### src/rtl/cfide_pkg.sv
package cfide_pkg;
  localparam int DATA_W = 16;
  localparam int ADDR_W = 4;

  typedef enum logic [2:0] {
    PH_IDLE, PH_SETUP, PH_STRB, PH_HOLD, PH_FLT
  } phase_t;

  typedef struct packed {
    logic [ADDR_W-1:0] addr;
    logic [DATA_W-1:0] wdata;
    logic              write;
    logic              wide;
  } req_t;
endpackage

### src/rtl/cfide_timing_regs.sv
module cfide_timing_regs #(
  parameter int CNT_W     = 8,
  parameter int RST_SETUP = 7,
  parameter int RST_PULSE = 17,
  parameter int RST_CYCLE = 60,
  parameter int RST_FLOAT = 3
) (
  input  logic             clk,
  input  logic             rst,
  input  logic             cfg_wr,
  input  logic [CNT_W-1:0] cfg_setup,
  input  logic [CNT_W-1:0] cfg_pulse,
  input  logic [CNT_W-1:0] cfg_cycle,
  input  logic [CNT_W-1:0] cfg_float,
  input  logic             cfg_iordy_en,
  output logic [CNT_W-1:0] t_setup,
  output logic [CNT_W-1:0] t_pulse,
  output logic [CNT_W-1:0] t_hold,
  output logic [CNT_W-1:0] t_float,
  output logic             t_iordy
);
  localparam int RST_PULSE_C = (RST_PULSE == 0) ? 1 : RST_PULSE;
  localparam int RST_HOLD    = (RST_CYCLE > RST_SETUP + RST_PULSE_C) ?
                               (RST_CYCLE - RST_SETUP - RST_PULSE_C) : 0;

  logic [CNT_W-1:0] pulse_c;
  logic [CNT_W:0]   strobe_end;
  logic [CNT_W:0]   hold_w;

  always_comb begin
    pulse_c    = (cfg_pulse == '0) ? CNT_W'(1) : cfg_pulse;
    strobe_end = {1'b0, cfg_setup} + {1'b0, pulse_c};
    hold_w     = ({1'b0, cfg_cycle} > strobe_end) ? ({1'b0, cfg_cycle} - strobe_end) : '0;
  end

  always_ff @(posedge clk) begin
    if (rst) begin
      t_setup <= CNT_W'(RST_SETUP);
      t_pulse <= CNT_W'(RST_PULSE_C);
      t_hold  <= CNT_W'(RST_HOLD);
      t_float <= CNT_W'(RST_FLOAT);
      t_iordy <= 1'b0;
    end else if (cfg_wr) begin
      t_setup <= cfg_setup;
      t_pulse <= pulse_c;
      t_hold  <= hold_w[CNT_W-1:0];
      t_float <= cfg_float;
      t_iordy <= cfg_iordy_en;
    end
  end

  // the strobe count can never be zero
  a_r4_pulse_nonzero: assert property (@(posedge clk) disable iff (rst) t_pulse != '0);
endmodule

### src/rtl/cfide_req_slot.sv
module cfide_req_slot
  import cfide_pkg::*;
(
  input  logic clk,
  input  logic rst,
  input  logic req_start,
  input  req_t req_in,
  input  logic idle,
  output logic go,
  output req_t go_req
);
  logic pend_v;
  req_t pend;
  logic take_pend, take_new, store;

  always_comb begin
    take_pend = idle && pend_v;
    take_new  = idle && !pend_v && req_start;
    store     = req_start && !take_new && (!pend_v || take_pend);
    go        = take_pend || take_new;
    go_req    = pend_v ? pend : req_in;
  end

  always_ff @(posedge clk) begin
    if (rst) begin
      pend_v <= 1'b0;
      pend   <= '0;
    end else begin
      if (store) begin
        pend_v <= 1'b1;
        pend   <= req_in;
      end else if (take_pend) begin
        pend_v <= 1'b0;
      end
    end
  end

  // a held request survives until the engine is idle
  a_r10_hold_until_idle: assert property (@(posedge clk) disable iff (rst)
    (pend_v && !idle) |=> pend_v);
  // an idle engine never leaves a request waiting
  a_r10_idle_drains: assert property (@(posedge clk) disable iff (rst)
    (pend_v && idle) |-> go);
endmodule

### src/rtl/cfide_seq.sv
module cfide_seq
  import cfide_pkg::*;
#(
  parameter int CNT_W = 8
) (
  input  logic              clk,
  input  logic              rst,
  input  logic              go,
  input  req_t              go_req,
  input  logic [CNT_W-1:0]  t_setup,
  input  logic [CNT_W-1:0]  t_pulse,
  input  logic [CNT_W-1:0]  t_hold,
  input  logic [CNT_W-1:0]  t_float,
  input  logic              t_iordy,
  input  logic              io_rdy,
  input  logic [DATA_W-1:0] bus_din,
  output logic              idle,
  output logic              rsp_done,
  output logic [DATA_W-1:0] rsp_rdata,
  output logic              bus_cs_n,
  output logic              bus_rd_n,
  output logic              bus_wr_n,
  output logic              bus_alt,
  output logic [2:0]        bus_reg,
  output logic              bus_wide,
  output logic              bus_doe,
  output logic [DATA_W-1:0] bus_dout
);
  localparam int HALF = DATA_W / 2;

  phase_t           phase, n_phase;
  logic [CNT_W-1:0] cnt, n_cnt;
  req_t             cur;
  logic             n_cs, n_rd, n_wr, n_doe, n_done, n_cap, finish, waiting;

  assign idle = (phase == PH_IDLE);
  assign waiting = t_iordy && !io_rdy;

  always_comb begin
    n_phase = phase;
    n_cnt   = cnt;
    n_cs    = bus_cs_n;
    n_rd    = bus_rd_n;
    n_wr    = bus_wr_n;
    n_doe   = bus_doe;
    n_done  = 1'b0;
    n_cap   = 1'b0;
    finish  = 1'b0;
    case (phase)
      PH_IDLE: if (go) begin
        n_cs  = 1'b0;
        n_doe = go_req.write;
        n_cnt = '0;
        if (t_setup == '0) begin
          n_phase = PH_STRB;
          n_rd    = go_req.write;
          n_wr    = !go_req.write;
        end else begin
          n_phase = PH_SETUP;
        end
      end
      PH_SETUP: if (cnt == t_setup - 1'b1) begin
        n_phase = PH_STRB;
        n_cnt   = '0;
        n_rd    = cur.write;
        n_wr    = !cur.write;
      end else begin
        n_cnt = cnt + 1'b1;
      end
      PH_STRB: if (cnt == t_pulse - 1'b1) begin
        if (!waiting) begin
          n_rd  = 1'b1;
          n_wr  = 1'b1;
          n_cap = !cur.write;
          if (t_hold != '0) begin
            n_phase = PH_HOLD;
            n_cnt   = '0;
          end else begin
            finish = 1'b1;
          end
        end
      end else begin
        n_cnt = cnt + 1'b1;
      end
      PH_HOLD: if (cnt == t_hold - 1'b1) finish = 1'b1;
               else n_cnt = cnt + 1'b1;
      PH_FLT: if (cnt == t_float - 1'b1) n_phase = PH_IDLE;
              else n_cnt = cnt + 1'b1;
      default: n_phase = PH_IDLE;
    endcase
    if (finish) begin
      n_cs    = 1'b1;
      n_doe   = 1'b0;
      n_done  = 1'b1;
      n_cnt   = '0;
      n_phase = (!cur.write && t_float != '0) ? PH_FLT : PH_IDLE;
    end
  end

  always_ff @(posedge clk) begin
    if (rst) begin
      phase     <= PH_IDLE;
      cnt       <= '0;
      cur       <= '0;
      bus_cs_n  <= 1'b1;
      bus_rd_n  <= 1'b1;
      bus_wr_n  <= 1'b1;
      bus_doe   <= 1'b0;
      rsp_done  <= 1'b0;
      rsp_rdata <= '0;
      bus_alt   <= 1'b0;
      bus_reg   <= '0;
      bus_wide  <= 1'b0;
      bus_dout  <= '0;
    end else begin
      phase    <= n_phase;
      cnt      <= n_cnt;
      bus_cs_n <= n_cs;
      bus_rd_n <= n_rd;
      bus_wr_n <= n_wr;
      bus_doe  <= n_doe;
      rsp_done <= n_done;
      if (idle && go) begin
        cur      <= go_req;
        bus_alt  <= go_req.addr[3];
        bus_reg  <= go_req.addr[2:0];
        bus_wide <= go_req.wide;
        bus_dout <= go_req.wide ? go_req.wdata : {{HALF{1'b0}}, go_req.wdata[HALF-1:0]};
      end
      if (n_cap)
        rsp_rdata <= cur.wide ? bus_din : {{HALF{1'b0}}, bus_din[HALF-1:0]};
    end
  end

  // never both strobes at once
  a_r4_one_strobe: assert property (@(posedge clk) disable iff (rst) !(!bus_rd_n && !bus_wr_n));
  // strobes only inside chip select
  a_r3_strobe_in_cs: assert property (@(posedge clk) disable iff (rst)
    (!bus_rd_n || !bus_wr_n) |-> !bus_cs_n);
  // data drive only for a write under chip select
  a_r12_doe_write: assert property (@(posedge clk) disable iff (rst)
    bus_doe |-> (!bus_cs_n && cur.write));
  // completion is a single cycle with chip select released
  a_r8_done_pulse: assert property (@(posedge clk) disable iff (rst) rsp_done |=> !rsp_done);
  a_r8_done_cs_high: assert property (@(posedge clk) disable iff (rst) rsp_done |-> bus_cs_n);
  // card not ready at the last strobe cycle keeps the strobe
  a_r6_wait_hold: assert property (@(posedge clk) disable iff (rst)
    (phase == PH_STRB && cnt == t_pulse - 1'b1 && waiting) |=> ($stable(bus_rd_n) && $stable(bus_wr_n)));
  // the float interval keeps the bus released
  a_r9_float_quiet: assert property (@(posedge clk) disable iff (rst)
    (phase == PH_FLT) |-> (bus_cs_n && !bus_doe));
  // read data only moves at the end of a read strobe
  a_r7_rdata_at_strobe_end: assert property (@(posedge clk) disable iff (rst)
    !$stable(rsp_rdata) |-> ($past(!bus_rd_n) && bus_rd_n));
endmodule

### src/rtl/cfide_bus_engine.sv
module cfide_bus_engine
  import cfide_pkg::*;
#(
  parameter int CNT_W     = 8,
  parameter int RST_SETUP = 7,
  parameter int RST_PULSE = 17,
  parameter int RST_CYCLE = 60,
  parameter int RST_FLOAT = 3
) (
  input  logic              clk,
  input  logic              rst,
  input  logic              cfg_wr,
  input  logic [CNT_W-1:0]  cfg_setup,
  input  logic [CNT_W-1:0]  cfg_pulse,
  input  logic [CNT_W-1:0]  cfg_cycle,
  input  logic [CNT_W-1:0]  cfg_float,
  input  logic              cfg_iordy_en,
  input  logic              req_start,
  input  logic [ADDR_W-1:0] req_addr,
  input  logic [DATA_W-1:0] req_wdata,
  input  logic              req_write,
  input  logic              req_wide,
  output logic              rsp_done,
  output logic [DATA_W-1:0] rsp_rdata,
  output logic              bus_cs_n,
  output logic              bus_rd_n,
  output logic              bus_wr_n,
  output logic              bus_alt,
  output logic [2:0]        bus_reg,
  output logic              bus_wide,
  output logic              bus_doe,
  output logic [DATA_W-1:0] bus_dout,
  input  logic [DATA_W-1:0] bus_din,
  input  logic              io_rdy
);
  logic [CNT_W-1:0] t_setup, t_pulse, t_hold, t_float;
  logic             t_iordy, idle, go;
  req_t             req_in, go_req;

  assign req_in = '{addr: req_addr, wdata: req_wdata, write: req_write, wide: req_wide};

  cfide_timing_regs #(
    .CNT_W(CNT_W), .RST_SETUP(RST_SETUP), .RST_PULSE(RST_PULSE),
    .RST_CYCLE(RST_CYCLE), .RST_FLOAT(RST_FLOAT)
  ) u_regs (
    .clk(clk), .rst(rst), .cfg_wr(cfg_wr), .cfg_setup(cfg_setup),
    .cfg_pulse(cfg_pulse), .cfg_cycle(cfg_cycle), .cfg_float(cfg_float),
    .cfg_iordy_en(cfg_iordy_en), .t_setup(t_setup), .t_pulse(t_pulse),
    .t_hold(t_hold), .t_float(t_float), .t_iordy(t_iordy)
  );

  cfide_req_slot u_slot (
    .clk(clk), .rst(rst), .req_start(req_start), .req_in(req_in),
    .idle(idle), .go(go), .go_req(go_req)
  );

  cfide_seq #(.CNT_W(CNT_W)) u_seq (
    .clk(clk), .rst(rst), .go(go), .go_req(go_req),
    .t_setup(t_setup), .t_pulse(t_pulse), .t_hold(t_hold),
    .t_float(t_float), .t_iordy(t_iordy), .io_rdy(io_rdy), .bus_din(bus_din),
    .idle(idle), .rsp_done(rsp_done), .rsp_rdata(rsp_rdata),
    .bus_cs_n(bus_cs_n), .bus_rd_n(bus_rd_n), .bus_wr_n(bus_wr_n),
    .bus_alt(bus_alt), .bus_reg(bus_reg), .bus_wide(bus_wide),
    .bus_doe(bus_doe), .bus_dout(bus_dout)
  );
endmodule

### config.mk
export PLATFORM = sky130hd
export DESIGN_NAME = cfide_bus_engine
export DESIGN_NICKNAME = d
export VERILOG_FILES = /design/src/rtl/cfide_pkg.sv /design/src/rtl/cfide_timing_regs.sv /design/src/rtl/cfide_req_slot.sv /design/src/rtl/cfide_seq.sv /design/src/rtl/cfide_bus_engine.sv
export SDC_FILE = /design/constraint.sdc
export NUM_CORES = 1
export LEC_CHECK = 0
export BUFFER_PORTS_ARGS = -buffer_cell sky130_fd_sc_hd__buf_2
export CAP_MARGIN = 20
export CORE_MARGIN = 2
export CORE_UTILIZATION = 45
export CTS_BUF_LIST = sky130_fd_sc_hd__clkbuf_4 sky130_fd_sc_hd__clkbuf_8
export DETAILED_ROUTE_END_ITERATION = 6
export GPL_ROUTABILITY_DRIVEN = 0
export PLACE_DENSITY = 0.67
export SLEW_MARGIN = 40
export SYNTH_ARGS = -nofsm -noshare
export SYNTH_HDL_FRONTEND = slang
export SYNTH_SLANG_ARGS = --single-unit
### constraint.sdc
create_clock -name clk -period 7.9 [get_ports clk]
set_input_delay 1.185 -clock clk [delete_from_list [all_inputs] [get_ports clk]]
set_output_delay 1.185 -clock clk [all_outputs]
set_load 0.02 [all_outputs]
Word-level counts from Yosys, hierarchy flattened
Cells that the tools add are included.

word-level totals
  logic and storage cells = 127
  RAM bits = 0
  memories = 0
  bits of input ports = 76
  output and inout bits = 42
  bits in latches = 0
  register bits after elaboration = 110
  ROM bits = 0

operators by class
  magnitude comparators = 1
  divide/modulo/power cells = 0
  add/subtract/negate cells = 7
  bitwise operators = 0
  equal/unequal tests = 24
  multipliers = 0
  muxes and demuxes = 44
  shift-type cells = 0
  reductions and logical operators = 28

operators by type and width
  kind                                                                   count
  8-bit 2-to-1 mux                                                       9
  8-bit case mux with 5 select lines                                     1
  8-bit equality test                                                    4
  16-bit 2-to-1 mux                                                      2
  8-bit by 1-bit subtractor with 8-bit output, second input constant     4
  3-bit 2-to-1 mux                                                       8
  22-bit 2-to-1 mux                                                      1
  1-bit 2-to-1 mux                                                       18
  8-bit zero test                                                        2
  8-bit nonzero test                                                     2
  3-bit case mux with 5 select lines                                     1
  3-bit by 1-bit != test with 1-bit output, second input constant        4
  6-bit AND reduction                                                    2
  8-bit by 8-bit adder with 9-bit output                                 1
  8-bit by 9-bit greater-than comparator with 1-bit output               1
  8-bit by 1-bit adder with 8-bit output, second input constant          1
  1-bit logical AND                                                      8
  2-bit by 1-bit != test with 1-bit output, second input constant        4
  2-bit != test, second input constant                                   4
  8-bit subtractor                                                       1
  7-bit AND reduction                                                    1
  3-bit by 2-bit equality test with 1-bit output, second input constant  2
  3-bit by 2-bit != test with 1-bit output, second input constant        2
  3-bit != test, second input constant                                   2
  13 further kinds                                                       19

Depth between registers and ports, before layout
Gate-level depths: netlist (run 1).

  depth after elaboration = 7
  gate-level depth with buffers = 19
  gate-level depth less buffers = 19

Modules after synthesis
A second synthesis (run 1) with hierarchy kept.

second synthesis, totals
  cells, all modules = 768
  area, all modules = 6,580.1 um2

modules (own cells, without submodules)
  module             instances  seq. area each (um2)  area each (um2)  cells an instance
  cfide_seq          1          1,081.0               3,430.8          444
  cfide_timing_regs  1          660.6                 1,798.0          191
  cfide_req_slot     1          460.4                 1,351.3          133

Least setup slack after synthesis (run 1)
OpenSTA, ideal clock, no wires.

  path kind = input to register
  from = input cfg_pulse[5]
  to = register u_regs.t_hold[3]
  required time = 7.799 ns
  path slack = 3.455 ns
  stages on the path = 19
  setup time = 0.101 ns
  path buffers = 0
  arrival = 4.344 ns
  cell sequence = nor4_1 -> a21o_1 -> ha_1 -> inv_1 -> fa_1 -> nor2b_1 -> o21ai_0 -> a21boi_0 -> o21ai_0 -> nand2_1 -> xnor2_1 -> ha_1 -> nand4_1 -> nor2_1 -> or3_1 -> or2_2 -> o22ai_1 -> nand2_1 -> o41ai_1

between the ends
  cells in the longest elaborated chain, start to end = 5
  elaborated cells between the ends (all ways) = 6
  classes of those cells = 2 x add/sub; 1 x order compare; 2 x mux; 1 x reduce/logical

ends and longest elaborated chain
  element                                                                                       line                     RTL
  start, declared                                                                               cfide_bus_engine.sv:14   input logic [CNT_W-1:0] cfg_pulse,
  8-bit zero test *                                                                             cfide_timing_regs.sv:31  pulse_c = (cfg_pulse == '0) ? CNT_W'(1) : cfg_pulse;
  8-bit 2-to-1 mux *                                                                            cfide_timing_regs.sv:31
  net u_regs.pulse_c[0]                                                                         cfide_timing_regs.sv:26  logic [CNT_W-1:0] pulse_c;
  8-bit by 8-bit adder with 9-bit output *                                                      cfide_timing_regs.sv:32  strobe_end = {1'b0, cfg_setup} + {1'b0, pulse_c};
  8-bit subtractor or 8-bit by 9-bit greater-than comparator with 1-bit output (tied branches)  cfide_timing_regs.sv:33  hold_w = ({1'b0, cfg_cycle} > strobe_end) ? ({1'b0, cfg_cycle} - strobe_end) : '0;
  8-bit 2-to-1 mux *                                                                            cfide_timing_regs.sv:33
  end signal, assigned                                                                          cfide_timing_regs.sv:40  t_hold <= CNT_W'(RST_HOLD);
  end signal, assigned                                                                          cfide_timing_regs.sv:46  t_hold <= hold_w[CNT_W-1:0];
  end, declared                                                                                 cfide_timing_regs.sv:18  output logic [CNT_W-1:0] t_hold,

Mark *: on every way through the listed nets, which the timed path passes. The rest lies on a longest branch.
A chain may end at the register's enable or synchronous reset.

Worst setup path after layout (run 1)
Same ends and word-level chain as after synthesis.

==> results.yml, run 1 <==
cells_and_area:
  largest_register_ff_count: 22
  largest-register: "u_slot.pend"
  reg_top3: "u_slot.pend x22, u_seq.bus_dout x16, u_seq.rsp_rdata x16"
  drive_gt1_frac: 0.2111
  syn_to_final_growth_pct: 13.62
  fin_nets: 890
  fin_area_sq_um: 6939
floorplan:
  die_y_microns: 120.5
  rows: 42
  die_area_sq_um: 14520
  design.core.area_sq_um: 13240
  fp.dieW_microns: 120.5
  start_util: 0.4612
  ios: 118
place:
  numPortBuffers: 117
  hpwl_mm: 10.99
  pre_cts_ws_ns: 2.833
  place_area_sq_um: 6740
worst_setup_path:
  crit_path_end: "u_regs.t_hold[3]$_SDFFE_PP0P_"
  r2r_end: "u_seq.rsp_rdata[12]$_SDFFE_PP0P_"
  startpoint_type: "primary input"
  arrival_ns: 5.03
  cp-end-kind: "flip-flop"
  worst_setup_path_startpoint: "cfg_pulse[5]"
  reg2reg_depth: 10
  r2r_slack_ns: 4.81
  cp_max_fo: 7
  cp.required_ns: 8.19
  path_class: "in -> reg"
  rr_startpoint: "u_regs.t_pulse[0]$_SDFFE_PP1P_"
yosys:
  synth-seq-area-share: 0.3606
  synth_mux_area_frac: 0.1170
  synth_cells: 706
  synth_top_area_frac: 0.3606
  synth_compound_area_frac: 0.1465
  synth_nets: 805
  synthSimpleGateAreaFrac: 0.2010
  synth_xor_area_frac: 0.07437
  syn_area_sq_um: 6107
  synthAdderAreaFrac: 0.04958
  synth_common_cells: "110 x dfxtp_1, 97 x nor2_1, 59 x mux2i_1, 48 x nand2_1, 34 x clkbuf_1"
  yosysMostFrequentCell: "dfxtp_1"
  synth_edf_count: 0
  synth_top_family_by_area: "simple AND/OR/NAND/NOR gates"
  synth_ff_type: "dfxtp_1"
  ys_types: 71
  synth_area_leader_cell: "dfxtp_1"
  avgSynthCellArea_sq_um: 8.650
  ys_seq_elements: 110
  synth_area_leaders: "dfxtp_1 36%, mux2i_1 9.7%, nor2_1 6.0%"
  yosys_warnings: 0
  ys_async_sr_fraction: 0
global_route:
  grt_overflow: 0
  grt_use_total: 0.2118
  grt_max_degree: 92
  grt_pass1_vias: 5125
  antenna_found_initial: 1
  grt_pass1_wl_mm: 24.80
drt:
  drc: 0
  firstDrtPassIters: 5
  vias: 5342
  wl_mm: 15.06
  post_drt_wl_per_cell_microns: 15.48
  dr.first_iter.drc_count: 297
  viasPerCell: 5.490
  ant_nets: 0
run_status:
  status: "complete, no violations"
power_and_ir_drop:
  p_per_area_nw_per_um2: 200.4
  p_leak_nw: 3.003
  ir_drop_v: 0.0001562
timing:
  tightestPinTransition_ns: 0.6807
  drv_slew: 0
  hold_slack_ns: 0.4570
  fin_skew_ns: 0.01444
  max_freq_mhz: 210.8
  fin_ws_ns: 3.157
  period_minus_slack_ns: 4.743
  setup_viol: 0
  final-hold-violation-count: 0
  min_period_over_period: 0.6004
  rsz0062_at_grt: "false"
  timing.slew.headroom: 0.5462
  fin_tns_setup_ns: 0
clock_tree:
  cts_tree: "done"
  ctsRootBufferMaster: "clkbuf_8"
  cts_setup_buffers: 0
  cts_sinks: 110
  cts_resized: 0
  clockBufferDepth: 2
  ctsHoldBuffers: 0
  path_clk_slew_ns: 0.11
  htreeDepth: 3
  cts_buffers: 9
  worstSkewPairLatency_ns: 0.40
hold_path:
  whs_path_depth: 2
  hp-class: "reg -> reg"
flow_run:
  maxCapViolations: 0
cells in the final DEF (no fill, tap or decap), drive strengths merged, types with 8 or more instances in the layout:
master,Yosys,layout
ha,21,21
o21ai,18,18
nand2,49,49
nor2,97,97
a31oi,8,8
mux2i,59,59
clkbuf,34,10
nor3,16,16
inv,26,30
dfxtp,110,110
xor2,19,19
nand2b,11,11
a21oi,33,33
a211oi,14,14
mux2,11,11
o211ai,8,8
nand3,33,33
xnor2,32,32
a22oi,9,9
buf,14,122
worst max-delay path, stage by stage:
cell,delay (ns)
buf_2,0.12
nor4_1,0.36
a21o_1,0.20
ha_1,0.18
inv_1,0.06
fa_1,0.40
nor2b_1,0.12
o21ai_0,0.11
a21boi_0,0.18
o21ai_0,0.11
nand2_1,0.09
xnor2_1,0.12
ha_1,0.30
nand4_1,0.11
nor2_1,0.04
or3_1,0.31
or2_2,0.29
o22ai_1,0.18
nand2_1,0.20
o41ai_1,0.37
kinds of logic (layout without fill, tap and decap cells):
group | Yosys count | after routing
AOI/OAI and AO/OA | 126 | 126
muxes | 70 | 70
buffers and inverters | 74 | 164
and+or+nand+nor | 252 | 252
other | 0 | 1
DFF | 110 | 110
adders and majority gates | 23 | 23
xor gates and xnor gates | 51 | 51
metrics by stage:
stage / power (mW) / utilization / cells
2_1_floorplan: 0.9503 / - / 706
3_3_place_gp: 1.045 / 0.5087 / 956
3_5_place_dp: 1.058 / 0.5090 / 956
4_1_cts: 1.404 / 0.5236 / 972
5_1_grt: 1.474 / 0.5240 / 973
6_report: 1.390 / 0.5240 / 973
layout make-up:
cell class                      instances  area, sq um
Timing Repair Buffer                  122        629.4
Clock inverter                          6        62.56
Tap cell                              176        220.2
Inverter                               26        97.59
Antenna cell                            1        2.502
Multi-Input combinational cell        522         3593
Sequential cell                       110         2202
Clock buffer                           10        131.4
Fill cell                            1307         6304
power by group:
part	internal (mW)	switching [mW]	leakage, nW
registers	0.604	0.0467	0.900
logic	0.172	0.225	2.00
clock network	0.127	0.216	0.100
total	0.903	0.487	3.00
worst min path at each step:
| stage | end | start |
|---|---|---|
| after global routing | u_seq.rsp_rdata[11]$_SDFFE_PP0P_ | u_seq.rsp_rdata[11]$_SDFFE_PP0P_ |
| final | u_seq.rsp_rdata[11]$_SDFFE_PP0P_ | u_seq.rsp_rdata[11]$_SDFFE_PP0P_ |
| after floorplan | u_slot.pend[10]$_SDFFE_PP0P_ | u_slot.pend[10]$_SDFFE_PP0P_ |
| after global placement | u_seq.bus_cs_n$_SDFFE_PP1P_ | u_seq.bus_cs_n$_SDFFE_PP1P_ |
| after CTS | u_seq.rsp_rdata[15]$_SDFFE_PP0P_ | u_seq.rsp_rdata[15]$_SDFFE_PP0P_ |
| after detailed placement | u_seq.rsp_rdata[15]$_SDFFE_PP0P_ | u_seq.rsp_rdata[15]$_SDFFE_PP0P_ |
metal layers:
layer	part of all wire	vias up	routed length, microns	global-route usage
met5	0	-	0	0
met4	0.014	0	213	0.06541
met3	0.060	14	898	0.05991
met2	0.48	139	7292	0.3520
met1	0.44	2542	6661	0.2661
li1	-	2647	-	-
Power figures use the tool's default switching activity.
==> run 2: changes to the inputs <==
==> constraint.sdc (replaced) <==
create_clock -name clk -period 4.6 [get_ports clk]
set_input_delay 0.69 -clock clk [delete_from_list [all_inputs] [get_ports clk]]
set_output_delay 0.69 -clock clk [all_outputs]
set_load 0.02 [all_outputs]
==> run 2 against run 1 <==
  * Final cell count unchanged
  * Sequential cell count did not move
  * Total power is 75% higher
  * First-iteration DRC count is 18% lower
  * Wire length decreased by 0.55%
  * Sequential power grew 72%
  * Via count down 1.0%
  * Clock power rose by 84%
  * Clock skew hardly changed
  * Sequential share of layout area shrank 0.097 points
  * Largest power group unchanged
==> results.yml, run 2 (same netlist as run 1, synthesis figures left out) <==
cells_and_area:
  fin_area_sq_um: 6960
  final_cell_mix: "117 x buf_2, 110 x dfxtp_1, 97 x nor2_1, 59 x mux2i_1, 48 x nand2_1"
  reg_top3: "u_slot.pend x22, u_seq.bus_dout x16, u_seq.rsp_rdata x16"
  final_core_util: 0.5256
  final_common_cell: "buf_2"
  fin_nets: 891
  syn_to_final_growth_pct: 13.97
  largest-register: "u_slot.pend"
  largest_register_ff_count: 22
  n_antenna_cell: 0
  drive_gt1_frac: 0.2120
clock_tree:
  cts_tree: "done"
  cts_buffers: 9
  cts_setup_buffers: 0
  cts_resized: 0
  ctsRootBufferMaster: "clkbuf_8"
  htreeDepth: 3
  ctsHoldBuffers: 0
  clockBufferDepth: 2
  path_clk_slew_ns: 0.11
  cts_sinks: 110
  worstSkewPairLatency_ns: 0.39
timing:
  drv_slew: 0
  max_freq_mhz: 242.4
  fin_skew_ns: 0.01415
  fin_ws_ns: 0.4748
  tightestPinTransition_ns: 0.6763
  final-hold-violation-count: 0
  hold_slack_ns: 0.4583
  min_period_over_period: 0.8968
  setup_viol: 0
  period_minus_slack_ns: 4.125
  timing.slew.headroom: 0.5491
  rsz0062_at_grt: "false"
  fin_tns_setup_ns: 0
floorplan:
  design.core.area_sq_um: 13240
  die_y_microns: 120.5
  fp.dieW_microns: 120.5
  rows: 42
  start_util: 0.4612
  die_area_sq_um: 14520
  ios: 118
worst_setup_path:
  startpoint_type: "primary input"
  path_class: "in -> reg"
  cp-end-kind: "flip-flop"
  cp_slowest_stage_delay_ns: 0.39
  crit_chain: "buf_2, nor4_1, a21o_1, ha_1, inv_1, fa_1, nor2b_1, o21ai_0, a21boi_0, o21ai_0, nand2_1, xnor2_1, ha_1, nand4_1, nor2_1, or3_1, or2_2, o22ai_1, nand2_1, o41ai_1"
  cp_max_fo: 7
  arrival_ns: 4.42
  cp.required_ns: 4.89
  slowest_stage: "fa_1"
flow_run:
  maxCapViolations: 0
place:
  hpwl_mm: 10.97
  place_area_sq_um: 6748
  numPortBuffers: 117
  pre_cts_ws_ns: 0.05481
drt:
  drc: 0
  dr.first_iter.drc_count: 243
  vias: 5288
  firstDrtPassIters: 4
  wl_mm: 14.98
  ant_nets: 0
  viasPerCell: 5.435
  post_drt_wl_per_cell_microns: 15.40
power_and_ir_drop:
  p_leak_nw: 3.017
  ir_drop_v: 0.0003048
  p_per_area_nw_per_um2: 349.3
global_route:
  grt_pass1_vias: 5252
  antenna_found_initial: 0
  grt_max_degree: 93
  grt_use_total: 0.2138
  grt_overflow: 0
  grt_pass1_wl_mm: 25.11
run_status:
  status: "complete, no violations"
hold_path:
  hp-class: "reg -> reg"
==> run 2: worst max-delay path, delay by kind of cell <==
kind | cells | cell delay (ns)
AOI/OAI and AO/OA | 6 | 1.09
xor gates and xnor gates | 1 | 0.12
adders and majority gates | 3 | 0.87
buffers and inverters | 2 | 0.18
and+or+nand+nor | 8 | 1.46
==> run 2: power breakdown <==
group / total [mW] / internal (mW) / leakage, nW / switching, mW
sequential: 1.12 / 1.04 / 0.900 / 0.0794
clock: 0.631 / 0.265 / 0.109 / 0.366
combinational: 0.684 / 0.296 / 2.01 / 0.388
==> run 2: layout make-up <==
type,instances,area [sq um]
tap,176,220.2
fill,1258,6282
multi-input combinational,522,3593
inverter,26,97.59
sequential,110,2202
clock inverter,7,88.84
timing repair buffer,123,634.4
clock buffer,9,123.9
==> run 2: path summary, 6_finish.rpt <==
kind,startpoint,endpoint,slack [ns],cells after the start
hold reg to reg,u_seq.rsp_rdata[11]$_SDFFE_PP0P_,u_seq.rsp_rdata[11]$_SDFFE_PP0P_,0.46,2
setup / recovery,cfg_pulse[5],u_regs.t_hold[3]$_SDFFE_PP0P_,0.47,20
setup reg to reg,u_regs.t_pulse[0]$_SDFFE_PP1P_,u_seq.rsp_rdata[13]$_SDFFE_PP0P_,1.52,10
hold / removal,u_seq.rsp_rdata[11]$_SDFFE_PP0P_,u_seq.rsp_rdata[11]$_SDFFE_PP0P_,0.46,2
==> run 2: routing by layer <==
metal  routed length [microns]  share of wire  track usage  vias up
met5                         0              0            0        -
met3                       776          0.052      0.05708       17
met1                      6611           0.44       0.2583     2517
met4                       191          0.013      0.05741        0
met2                      7402           0.49       0.3743      105
li1                          -              -            -     2649
==> run 2: through the flow <==
step,std cells,power [mW]
global route,973,2.579
finish,973,2.431
floorplan,706,1.632
global placement,957,1.793
CTS,973,2.459
detailed placement,957,1.821
==> run 3: changes to the inputs <==
--- a/config.mk
+++ b/config.mk
@@ -8,11 +8,11 @@
 export BUFFER_PORTS_ARGS = -buffer_cell sky130_fd_sc_hd__buf_2
 export CAP_MARGIN = 20
 export CORE_MARGIN = 2
-export CORE_UTILIZATION = 45
+export CORE_UTILIZATION = 58
 export CTS_BUF_LIST = sky130_fd_sc_hd__clkbuf_4 sky130_fd_sc_hd__clkbuf_8
 export DETAILED_ROUTE_END_ITERATION = 6
 export GPL_ROUTABILITY_DRIVEN = 0
-export PLACE_DENSITY = 0.67
+export PLACE_DENSITY = 0.83
 export SLEW_MARGIN = 40
 export SYNTH_ARGS = -nofsm -noshare
 export SYNTH_HDL_FRONTEND = slang
==> run 3 against run 2 <==
  * First-iteration DRC count up 18%
  * Final cell count is 4.1% lower
  * Critical path depth did not move
  * Worst setup slack lost 0.023 ns
  * Sequential cell count stayed put
  * Critical endpoint unchanged
  * Largest power group unchanged
  * Highest routed layer unchanged
==> results.yml, run 3 (same netlist as run 1, synthesis figures left out) <==
cells_and_area:
  multi_input_comb_area_sq_um: 3593
  largest_register_ff_count: 22
  reg_top3: "u_slot.pend x22, u_seq.bus_dout x16, u_seq.rsp_rdata x16"
  final_common_cell: "buf_2"
  stdcell_count: 933
  fin_nets: 891
  final_cell_mix: "117 x buf_2, 110 x dfxtp_1, 97 x nor2_1, 59 x mux2i_1, 48 x nand2_1"
  n_antenna_cell: 0
  syn_to_final_growth_pct: 13.32
  fillers: 852
  largest-register: "u_slot.pend"
  fin_area_sq_um: 6920
  drive_gt1_frac: 0.2120
  register_area_sq_um: 2202
power_and_ir_drop:
  swShare: 0.3429
  switchingPower_mw: 0.8374
  p_per_area_nw_per_um2: 352.9
  p_int_mw: 1.605
  ir_drop_v: 0.0002094
  p_clk_frac: 0.264
  p_seq_frac: 0.458
  p_leak_nw: 3.017
  pwr-share-comb: 0.278
hold_path:
  min_to: "u_seq.rsp_rdata[7]$_SDFFE_PP0P_"
  whs_path_depth: 2
  hold_start: "u_seq.rsp_rdata[7]$_SDFFE_PP0P_"
  hp-class: "reg -> reg"
place:
  pre_cts_ws_ns: 0.07127
  hpwl_mm: 10.60
  place_area_sq_um: 6694
  numPortBuffers: 117
  dp.cells: 917
global_route:
  antenna_found_initial: 0
  grt_pass1_wl_mm: 24.23
  grt_pass1_vias: 5282
  grt_max_degree: 93
  grt_use_total: 0.2615
  grt_overflow: 0
clock_tree:
  cts_buffers: 9
  cts_resized: 0
  ctsHoldBuffers: 0
  htreeDepth: 3
  clockBufferDepth: 2
  ctsRootBufferMaster: "clkbuf_8"
  path_clk_slew_ns: 0.11
  cts_setup_buffers: 0
  worstSkewPairLatency_ns: 0.39
  cts_tree: "done"
  cts_sinks: 110
worst_setup_path:
  cp.required_ns: 4.89
  arrival_ns: 4.44
  cp-end-kind: "flip-flop"
  rr_startpoint: "u_regs.t_pulse[0]$_SDFFE_PP1P_"
  reg2reg_depth: 10
  r2r_end: "u_seq.rsp_rdata[6]$_SDFFE_PP0P_"
  startpoint_type: "primary input"
  r2r_slack_ns: 1.57
  cp_max_fo: 7
  path_class: "in -> reg"
drt:
  post_drt_wl_per_cell_microns: 15.49
  viasPerCell: 5.749
  firstDrtPassIters: 4
  drc: 0
  ant_nets: 0
  vias: 5364
  wl_mm: 14.45
  dr.first_iter.drc_count: 287
run_status:
  status: "complete, no violations"
floorplan:
  fp.dieW_microns: 106.6
  rows: 37
  ios: 118
  die_area_sq_um: 11370
  design.core.area_sq_um: 10280
  die_y_microns: 106.6
  start_util: 0.5942
flow_run:
  maxCapViolations: 0
timing:
  rsz0062_at_grt: "false"
  max_freq_mhz: 241.1
  min_period_over_period: 0.9018
  final-hold-violation-count: 0
  timing.slew.headroom: 0.5468
  fin_tns_setup_ns: 0
  setup_viol: 0
  tightestPinTransition_ns: 0.6783
  period_minus_slack_ns: 4.148
  fin_skew_ns: 0.007523
  drv_slew: 0
  fin_ws_ns: 0.4517
[run 3: power by group through the flow]
stage | clock [mW] | sequential, mW | combinational [mW]
finish | 0.645 | 1.12 | 0.680
global route | 0.694 | 1.13 | 0.749
CTS | 0.654 | 1.12 | 0.679
detailed placement | 0 | 1.14 | 0.676
global placement | 0 | 1.13 | 0.649
floorplan | 0 | 1.14 | 0.489
[run 3: how the worst max path moves through the flow]
| stage | cells after the start | slack (ns) | to | start |
|---|---|---|---|---|
| floorplan | 19 | 0.65 | u_regs.t_hold[3]$_SDFFE_PP0P_ | cfg_pulse[5] |
| global placement | 20 | 0.33 | u_regs.t_hold[3]$_SDFFE_PP0P_ | cfg_pulse[5] |
| detailed placement | 20 | 0.07 | u_regs.t_hold[3]$_SDFFE_PP0P_ | cfg_pulse[5] |
| CTS | 20 | 0.48 | u_regs.t_hold[3]$_SDFFE_PP0P_ | cfg_pulse[5] |
| global route | 20 | 0.26 | u_regs.t_hold[3]$_SDFFE_PP0P_ | cfg_pulse[5] |
| finish | 20 | 0.45 | u_regs.t_hold[3]$_SDFFE_PP0P_ | cfg_pulse[5] |
[run 3: worst max-delay path: stages]
cell	delay (ns)
buf_2	0.12
nor4_1	0.28
a21o_1	0.19
ha_1	0.19
inv_1	0.07
fa_1	0.41
nor2b_1	0.12
o21ai_0	0.11
a21boi_0	0.18
o21ai_0	0.11
nand2_1	0.09
xnor2_1	0.12
ha_1	0.28
nand4_1	0.10
nor2_1	0.04
or3_1	0.33
or2_2	0.29
o22ai_1	0.17
nand2_1	0.20
o41ai_1	0.33
[run 3: per-layer routing]
metal | up-vias | part of all wire | wire (microns) | track usage
met4 | 0 | 0.032 | 459 | 0.1030
met2 | 139 | 0.49 | 7037 | 0.4477
met3 | 34 | 0.052 | 751 | 0.05532
li1 | 2647 | - | - | -
met1 | 2544 | 0.43 | 6201 | 0.3216
met5 | - | 0 | 0 | 0
[run 3: area by class of cell]
type,instances,share of cell area
multi-input combinational,522,0.5193
sequential,110,0.3182
timing repair buffer,123,0.09167
tap,136,0.02459
clock buffer,9,0.01790
clock inverter,7,0.01428
inverter,26,0.01410
[run 3: metrics by stage]
step	total power, mW	utilization	hold slack (ns)
4_1_cts	2.450	0.6730	0.4612
5_1_grt	2.574	0.6734	0.4846
2_1_floorplan	1.632	-	0.4576
6_report	2.442	0.6734	0.4563
3_3_place_gp	1.783	0.6513	0.4344
3_5_place_dp	1.814	0.6513	0.4453
